$ cat config.mk
export PLATFORM = sky130hd
export DESIGN_NAME = gpio_port_ctrl
export DESIGN_NICKNAME = d
export VERILOG_FILES = /design/src/rtl/gpio_pkg.sv /design/src/rtl/gpio_sync.sv /design/src/rtl/gpio_regs.sv /design/src/rtl/gpio_irq.sv /design/src/rtl/gpio_drive.sv /design/src/rtl/gpio_port_ctrl.sv
export SDC_FILE = /design/constraint.sdc
export NUM_CORES = 1
export LEC_CHECK = 0
export BUFFER_PORTS_ARGS = -buffer_cell sky130_fd_sc_hd__buf_4
export CAP_MARGIN = 30
export CORE_AREA = 2 2 78 73
export CTS_CLUSTER_SIZE = 30
export DETAILED_ROUTE_END_ITERATION = 10
export DIE_AREA = 0 0 80 75
export PLACE_DENSITY_LB_ADDON = 0.1
export SYNTH_ARGS = -nofsm -noshare
export SYNTH_HDL_FRONTEND = slang
export SYNTH_HIERARCHICAL = 1
export SYNTH_SLANG_ARGS = --single-unit
$ cat constraint.sdc
create_clock -name clk -period 1.3 [get_ports clk]
set_input_delay 0.13 -clock clk [delete_from_list [all_inputs] [get_ports clk]]
set_output_delay 0.13 -clock clk [all_outputs]
set_load 0.03 [all_outputs]
$ cat src/rtl/gpio_pkg.sv
package gpio_pkg;
    localparam int ADDR_W = 2;

    typedef enum logic [ADDR_W-1:0] {
        REG_DATA = 2'd0,
        REG_DIR  = 2'd1,
        REG_OPT  = 2'd2,
        REG_RSVD = 2'd3
    } reg_sel_e;
endpackage

$ cat src/rtl/gpio_sync.sv
module gpio_sync #(
    parameter int WIDTH  = 8,
    parameter int STAGES = 2
) (
    input  logic             clk,
    input  logic             rst_n,
    input  logic [WIDTH-1:0] async_in,
    output logic [WIDTH-1:0] sync_out
);
    typedef struct packed {
        logic [STAGES-1:0][WIDTH-1:0] chain;
    } sync_t;

    sync_t st_d, st_q;

    always_comb begin
        st_d = st_q;
        st_d.chain[0] = async_in;
        for (int s = 1; s < STAGES; s++) begin
            st_d.chain[s] = st_q.chain[s-1];
        end
    end

    always_ff @(posedge clk or negedge rst_n) begin
        if (!rst_n) st_q <= '0;
        else        st_q <= st_d;
    end

    assign sync_out = st_q.chain[STAGES-1];
endmodule

$ cat src/rtl/gpio_regs.sv
module gpio_regs
    import gpio_pkg::*;
#(
    parameter int NUM_PINS = 8
) (
    input  logic                clk,
    input  logic                rst_n,
    input  logic                bus_sel,
    input  logic                bus_write,
    input  logic [ADDR_W-1:0]   bus_addr,
    input  logic [NUM_PINS-1:0] bus_wdata,
    input  logic [NUM_PINS-1:0] pin_sync,
    output logic [NUM_PINS-1:0] bus_rdata,
    output logic [NUM_PINS-1:0] dir,
    output logic [NUM_PINS-1:0] opt,
    output logic [NUM_PINS-1:0] dat
);
    typedef struct packed {
        logic [NUM_PINS-1:0] dir;
        logic [NUM_PINS-1:0] opt;
        logic [NUM_PINS-1:0] dat;
    } regs_t;

    regs_t st_d, st_q;
    reg_sel_e sel;

    assign sel = reg_sel_e'(bus_addr);

    always_comb begin
        st_d = st_q;
        if (bus_sel && bus_write) begin
            case (sel)
                REG_DATA: st_d.dat = bus_wdata;
                REG_DIR:  st_d.dir = bus_wdata;
                REG_OPT:  st_d.opt = bus_wdata;
                default:  st_d = st_q;
            endcase
        end
    end

    always_ff @(posedge clk or negedge rst_n) begin
        if (!rst_n) st_q <= '0;
        else        st_q <= st_d;
    end

    // Data reads mix per bit: latch for outputs, pad level for inputs.
    always_comb begin
        case (sel)
            REG_DATA: bus_rdata = (st_q.dir & st_q.dat) | (~st_q.dir & pin_sync);
            REG_DIR:  bus_rdata = st_q.dir;
            REG_OPT:  bus_rdata = st_q.opt;
            default:  bus_rdata = '0;
        endcase
    end

    assign dir = st_q.dir;
    assign opt = st_q.opt;
    assign dat = st_q.dat;
endmodule

$ cat src/rtl/gpio_irq.sv
module gpio_irq #(
    parameter int NUM_PINS    = 8,
    parameter int SYNC_STAGES = 2
) (
    input  logic                clk,
    input  logic                rst_n,
    input  logic [NUM_PINS-1:0] pin_sync,
    input  logic [NUM_PINS-1:0] int_en,
    input  logic                sense_edge,
    output logic                irq
);
    // The history is valid once the chain holds a real sample and prev has copied it.
    localparam int ARM_AT = SYNC_STAGES + 1;
    localparam int CNT_W  = $clog2(ARM_AT + 1);

    typedef struct packed {
        logic [NUM_PINS-1:0] prev;
        logic [CNT_W-1:0]    warm;
        logic                irq;
    } irq_t;

    irq_t st_d, st_q;
    logic                armed;
    logic [NUM_PINS-1:0] hit;

    assign armed = (st_q.warm == CNT_W'(ARM_AT));

    always_comb begin
        st_d = st_q;
        st_d.prev = pin_sync;
        if (!armed) st_d.warm = st_q.warm + 1'b1;
        if (!armed)          hit = '0;
        else if (sense_edge) hit = (pin_sync ^ st_q.prev) & int_en;
        else                 hit = ~pin_sync & int_en;
        st_d.irq = |hit;
    end

    always_ff @(posedge clk or negedge rst_n) begin
        if (!rst_n) st_q <= '0;
        else        st_q <= st_d;
    end

    assign irq = st_q.irq;
endmodule

$ cat src/rtl/gpio_drive.sv
module gpio_drive #(
    parameter int NUM_PINS = 8
) (
    input  logic [NUM_PINS-1:0] dir,
    input  logic [NUM_PINS-1:0] opt,
    input  logic [NUM_PINS-1:0] dat,
    input  logic [NUM_PINS-1:0] alt_en,
    input  logic [NUM_PINS-1:0] alt_val,
    output logic [NUM_PINS-1:0] pin_oe,
    output logic [NUM_PINS-1:0] pin_out
);
    for (genvar i = 0; i < NUM_PINS; i++) begin : g_pin
        logic drive_on;
        logic value;

        assign drive_on = dir[i] | alt_en[i];
        assign value    = alt_en[i] ? alt_val[i] : dat[i];

        always_comb begin
            if (!drive_on) begin
                pin_oe[i]  = 1'b0;
                pin_out[i] = 1'b0;
            end else if (opt[i]) begin
                pin_oe[i]  = ~value;
                pin_out[i] = 1'b0;
            end else begin
                pin_oe[i]  = 1'b1;
                pin_out[i] = value;
            end
        end
    end
endmodule

$ cat src/rtl/gpio_port_ctrl.sv
module gpio_port_ctrl
    import gpio_pkg::*;
#(
    parameter int NUM_PINS    = 8,
    parameter int SYNC_STAGES = 2
) (
    input  logic                clk,
    input  logic                rst_n,
    input  logic                bus_sel,
    input  logic                bus_write,
    input  logic [ADDR_W-1:0]   bus_addr,
    input  logic [NUM_PINS-1:0] bus_wdata,
    output logic [NUM_PINS-1:0] bus_rdata,
    input  logic                sense_edge,
    input  logic [NUM_PINS-1:0] pin_in,
    input  logic [NUM_PINS-1:0] alt_out_en,
    input  logic [NUM_PINS-1:0] alt_out_val,
    output logic [NUM_PINS-1:0] alt_in,
    output logic [NUM_PINS-1:0] pin_oe,
    output logic [NUM_PINS-1:0] pin_out,
    output logic                irq
);
    logic [NUM_PINS-1:0] pin_sync;
    logic [NUM_PINS-1:0] dir_w;
    logic [NUM_PINS-1:0] opt_w;
    logic [NUM_PINS-1:0] dat_w;
    logic [NUM_PINS-1:0] int_en;

    gpio_sync #(.WIDTH(NUM_PINS), .STAGES(SYNC_STAGES)) u_sync (
        .clk      (clk),
        .rst_n    (rst_n),
        .async_in (pin_in),
        .sync_out (pin_sync)
    );

    gpio_regs #(.NUM_PINS(NUM_PINS)) u_regs (
        .clk       (clk),
        .rst_n     (rst_n),
        .bus_sel   (bus_sel),
        .bus_write (bus_write),
        .bus_addr  (bus_addr),
        .bus_wdata (bus_wdata),
        .pin_sync  (pin_sync),
        .bus_rdata (bus_rdata),
        .dir       (dir_w),
        .opt       (opt_w),
        .dat       (dat_w)
    );

    // Interrupt needs an input pin, option set, and no peripheral takeover.
    assign int_en = ~dir_w & opt_w & ~alt_out_en;

    gpio_irq #(.NUM_PINS(NUM_PINS), .SYNC_STAGES(SYNC_STAGES)) u_irq (
        .clk        (clk),
        .rst_n      (rst_n),
        .pin_sync   (pin_sync),
        .int_en     (int_en),
        .sense_edge (sense_edge),
        .irq        (irq)
    );

    gpio_drive #(.NUM_PINS(NUM_PINS)) u_drive (
        .dir     (dir_w),
        .opt     (opt_w),
        .dat     (dat_w),
        .alt_en  (alt_out_en),
        .alt_val (alt_out_val),
        .pin_oe  (pin_oe),
        .pin_out (pin_out)
    );

    assign alt_in = pin_sync & ~dir_w & ~opt_w;
endmodule

== Word-level counts from Yosys, hierarchy flattened ==
Index checks and enable logic that the tools add are counted.
Word-level totals
  register bits after elaboration: 51
  output and inout port bits: 33
  word-level logic and storage cells: 90
Cells by class
  add/subtract/negate cells: 1
  eq/ne operators: 3
  multiplexer cells: 43
  bitwise gates (word level): 29
  reduce and logical (&&, ||, !) cells: 6
Operators with widths (number)
  $and 8x8->8: 7
  $mux 1: 40
  $not 8->8: 4
  $pmux 8 s3: 1
  $mux 8: 2
  $not 1->1: 8
  $or 1x1->1: 8
  $or 8x8->8: 1
  $reduce_or 8->1: 1
  $xor 8x8->8: 1
  $reduce_and 2->1: 3
  $eq 2x2->1 const B: 2
  $add 2x1->2 const B: 1
  $eq 2x1->1 const B: 1
  $logic_not 2->1: 1
  $logic_and 1x1->1: 1

== Longest topological paths before layout ==
  word-level depth: 7
  gate-level depth with buffers: 5

== Modules after synthesis ==
The synthesis kept the hierarchy.
Modules (own cells, without submodules)
  gpio_regs: times used 1, cells an instance 89, area each 1213.7 sq um
  gpio_irq: times used 1, cells an instance 36, area each 480.5 sq um
  gpio_sync: times used 1, cells an instance 16, area each 400.4 sq um
  gpio_drive: times used 1, cells an instance 48, area each 290.3 sq um
  gpio_port_ctrl: times used 1, cells an instance 16, area each 120.1 sq um

== Least setup slack after synthesis ==
No wires, ideal clock.
  path type: register to output
  start: register u_regs.st_q, in the netlist u_regs/dir[0]
  end: output port alt_in[0]
  data arrival time: 1172 ps
  path slack: -2 ps
  stages on the path, launching flop included: 2
  path buffers: 0
  cell sequence: dfrtp_1 nor3b_1
Between the ends
  longest elaborated chain between the ends: 3
RTL lines
  from (decl): RTL line gpio_regs.sv:24  | regs_t st_d, st_q;
  from (signal assigned): RTL line gpio_regs.sv:43  | else st_q <= st_d;
  $not 8->8: RTL line gpio_port_ctrl.sv:72  | assign alt_in = pin_sync & ~dir_w & ~opt_w;
  $and 8x8->8 (2 in series): RTL line gpio_port_ctrl.sv:72
  to (decl): RTL line gpio_port_ctrl.sv:18  | output logic [NUM_PINS-1:0] alt_in,
Every way passes these cells.

== Worst setup path in the final report ==
  start: register u_regs.st_q, in the netlist u_regs/dir[4]
  end: output port pin_oe[4]
Between the ends
  longest elaborated chain between the ends: 2
RTL lines
  $or 1x1->1: RTL line gpio_drive.sv:16  | assign drive_on = dir[i] | alt_en[i];
  $mux 1: RTL line gpio_drive.sv:20  | if (!drive_on) begin
  to (decl): RTL line gpio_port_ctrl.sv:19  | output logic [NUM_PINS-1:0] pin_oe,
Every way passes these cells.

==> reports/qor.txt <==
# DRC - 0
Comb power frac - 35.3%
Final antenna-violating net count - 0
Violated checks - setup timing
Crit path time final - 1380 ps
Routed len/inst - 15.9 um
CTS tree - done
CP Capture Type - output port
Skew-Pair Late Insertion Delay - 300 ps
R2r worst-path depth - 4
Hold Path Class - in2reg
Cell internal pwr - 3290 uW
Gp weighted congestion - 0.771
Largest family of logic cells by synthesized area - simple AND/OR/NAND/NOR gates
Gr usage total - 20.6%
P per Cell Area - 1370 nW/um^2
P&R area growth vs syn - 43.6%
Setup TNS - -776 ps
Clock group share of total power - 22.0%
Part of the power in registers - 42.7%
Crit path kind - reg2out
DR vias/cell - 5.37
Post-synthesis mux area share - 13.6%
Largest cells by area after synthesis - dfrtp_1, mux2_4, nor3b_1
Outcome - finished with violations
Worst slew pin tran - 634 ps
WP data arrival - 1250 ps
DR vias - 2002
Syn nets - 245
Yosys reg bits - 51
Final setup margin - -75.8 ps
Worst Path Required - 1170 ps
Cell Area, Placed - 3200 um^2
Die X - 80 um
Simple-Gate Fraction of Synth Area - 15.8%
DP Wirelength - 4.13 mm
H-tree levels - 2
CTS max path bufs - 2
Mean post-synth cell area - 12.2 um^2
Cell variety after synth - 26
Core area - 5130 um^2
Adder-cell share of the synthesized area - 0.500%
Vias in the first global route - 1843
GR Overflow Total - 0
Cell Rows - 25
DRT Pass-1 Iters - 4
Sequential area share after synthesis - 50.9%
Area leader, netlist - dfrtp_1
Largest net degree at the start of global routing - 52
Max Slew Vio Count - 0
Nets - 346
Final hold violations - 0
Final Cell Area - 3600 um^2
# port buffers - 71
Yosys warnings - 6
# diodes - 0
Synth Area in Compound Gates - 13.1%
Die height - 75 um
Xor/xnor share of the synthesized area - 3.15%
Peak VDD IR - 0.719 mV
Initial antenna violation count - 0
Clk root buf - clkbuf_8
Skew final - 5.56 ps
Non-filler cells, final - 373
Psw - 1640 uW
Leak - 0.00163 uW
WL final - 5.93 mm
Final Setup Violations - 19
Tcrit/Tclk final - 106%
Clock-pin slew on the worst setup and hold paths - 90 ps
1st-iter DRT viols - 92
Critical path fanouts, max - 7
Initial Util - 48.8%
CTS Buf Count - 5
Max-Cap Viols - 0
Syn Std Cell Area - 2500 um^2
Num ports - 72
Unrepaired setup endpoints after global routing - yes
Crit path launch type - flip-flop
Min-Delay Path Depth - 2
Switching part of the total - 33.3%
First-pass GRT wire length - 9.29 mm
Die area - 6000 um^2
CTS sink count - 51
Cells after Synth - 205
Layout filler cell count - 394
Share of cells above drive strength 1 - 50.7%
Slew Limit Headroom - 57.7%
DP Cell Count - 350
Post-synth top area share - 50.9%
Fmax - 727 MHz
## path summary, 6_finish.rpt
check / from / slack [ps] / to
max reg2reg: u_regs/opt[2] / 60 / u_irq/irq
max in group asynchronous: rst_n / 450 / u_regs/dir[3]
min: bus_wdata[2] / 80 / u_regs/opt[2]
max: u_regs/dir[4] / -80 / pin_oe[4]
min in group asynchronous: rst_n / 380 / u_sync/st_d[13]
min reg2reg: u_sync/st_d[9] / 350 / u_sync/sync_out[1]
## placed cells by master, fill, tap and decap left out, types with 3 or more instances in the layout
cell            n
a21boi_1        7
a21oi_1         4
a21oi_2         3
a22oi_1         3
a32oi_1         8
and2b_1         7
buf_4          64
buf_6          24
clkbuf_8        5
dfrtp_1        38
dfrtp_2        13
dlygate4sd3_1   9
inv_1           7
inv_2           3
mux2_2          9
mux2_4         16
nand2_1        16
nand3_1         8
nand3b_1        8
nor3b_1         6
nor3b_2        10
o211ai_1        8
o21a_1          8
xnor2_1         9
## logic make-up (layout without fill, tap and decap cells)
logic type / Yosys count / in the layout
buffers and inverters: 13 / 114
muxes: 25 / 25
xor gates and xnor gates: 9 / 9
and+or+nand+nor: 61 / 61
AOI/OAI and AO/OA: 45 / 45
adders and majority gates: 1 / 1
DFF: 51 / 51
## registers in the layout (all words and copies together) (netlist names)
| signal | flops |
|---|---|
| u_irq/irq | 1 |
| u_sync/sync_out | 8 |
| u_regs/dat | 8 |
| u_regs/opt | 8 |
| u_irq/st_q | 10 |
| u_regs/dir | 8 |
| u_sync/st_d | 8 |
## power by group through the flow
| stage | Clock, uW | Combinational, uW | Sequential, uW |
|---|---|---|---|
| floorplan | 0 | 928 | 2070 |
| global placement | 0 | 1480 | 2100 |
| detailed placement | 0 | 1500 | 2110 |
| CTS | 1100 | 1660 | 2100 |
| global route | 1170 | 1840 | 2150 |
| finish | 1080 | 1740 | 2110 |
## stage by stage
step           hold slack (ps)  utilization (%)  power (uW)  worst slack (ps)
6_report                  75.1             70.1        4930             -75.8
5_1_grt                   70.1             70.1        5170              -129
4_1_cts                   66.9             68.3        4860             -69.8
3_5_place_dp               204             62.3        3610              58.6
3_3_place_gp               196             62.3        3580              60.1
2_1_floorplan             -166                -        2990             0.835
## routing by layer
| layer | GRT usage [%] | routed length [um] | vias up |
|---|---|---|---|
| met5 | 0 | 0 | - |
| met4 | 8.47 | 124 | 0 |
| met3 | 3.48 | 319 | 11 |
| met2 | 33.2 | 2880 | 59 |
| met1 | 27.9 | 2610 | 980 |
| li1 | - | - | 952 |
## layout make-up
type	count	area, um^2	share of cell area (%)
clock inverter	2	37.5	1.04
inverter	10	37.5	1.04
timing repair buffer	97	841	23.4
tap	67	83.8	2.33
multi-input combinational	141	1230	34.3
sequential	51	1290	35.9
clock buffer	5	68.8	1.91
## critical path, cell delays in order (launching register included)
cell and delay (ps):
dfrtp_2 460, a21boi_1 140, o21a_1 190, buf_6 140
## what timing repair did
action,in CTS,in global routing
pin swaps,8,10
endpoints found under the hold margin,59,0
resized for setup,38,17
setup endpoints to repair,26,32
hold buffers,9,0
buffers inserted,3,4
## Yosys cell counts
master    count
a22oi_1       4
ha_1          1
nand3_1       8
a41oi_1       1
nand3b_1      8
a21boi_0      8
inv_1         9
nand3_4       1
a32oi_1       8
nand4_2       1
xnor2_1       9
mux2_4       16
and3_1        1
nor2b_1       1
dfrtp_1      51
and2b_1       7
a21oi_1       8
mux2_2        9
nor3b_1      16
o211ai_1      8
nand2_1      16
inv_2         1
buf_6         3
o21a_1        8
nor2b_2       1
nor2_4        1
No activity file was read; power rests on OpenSTA's default activity.
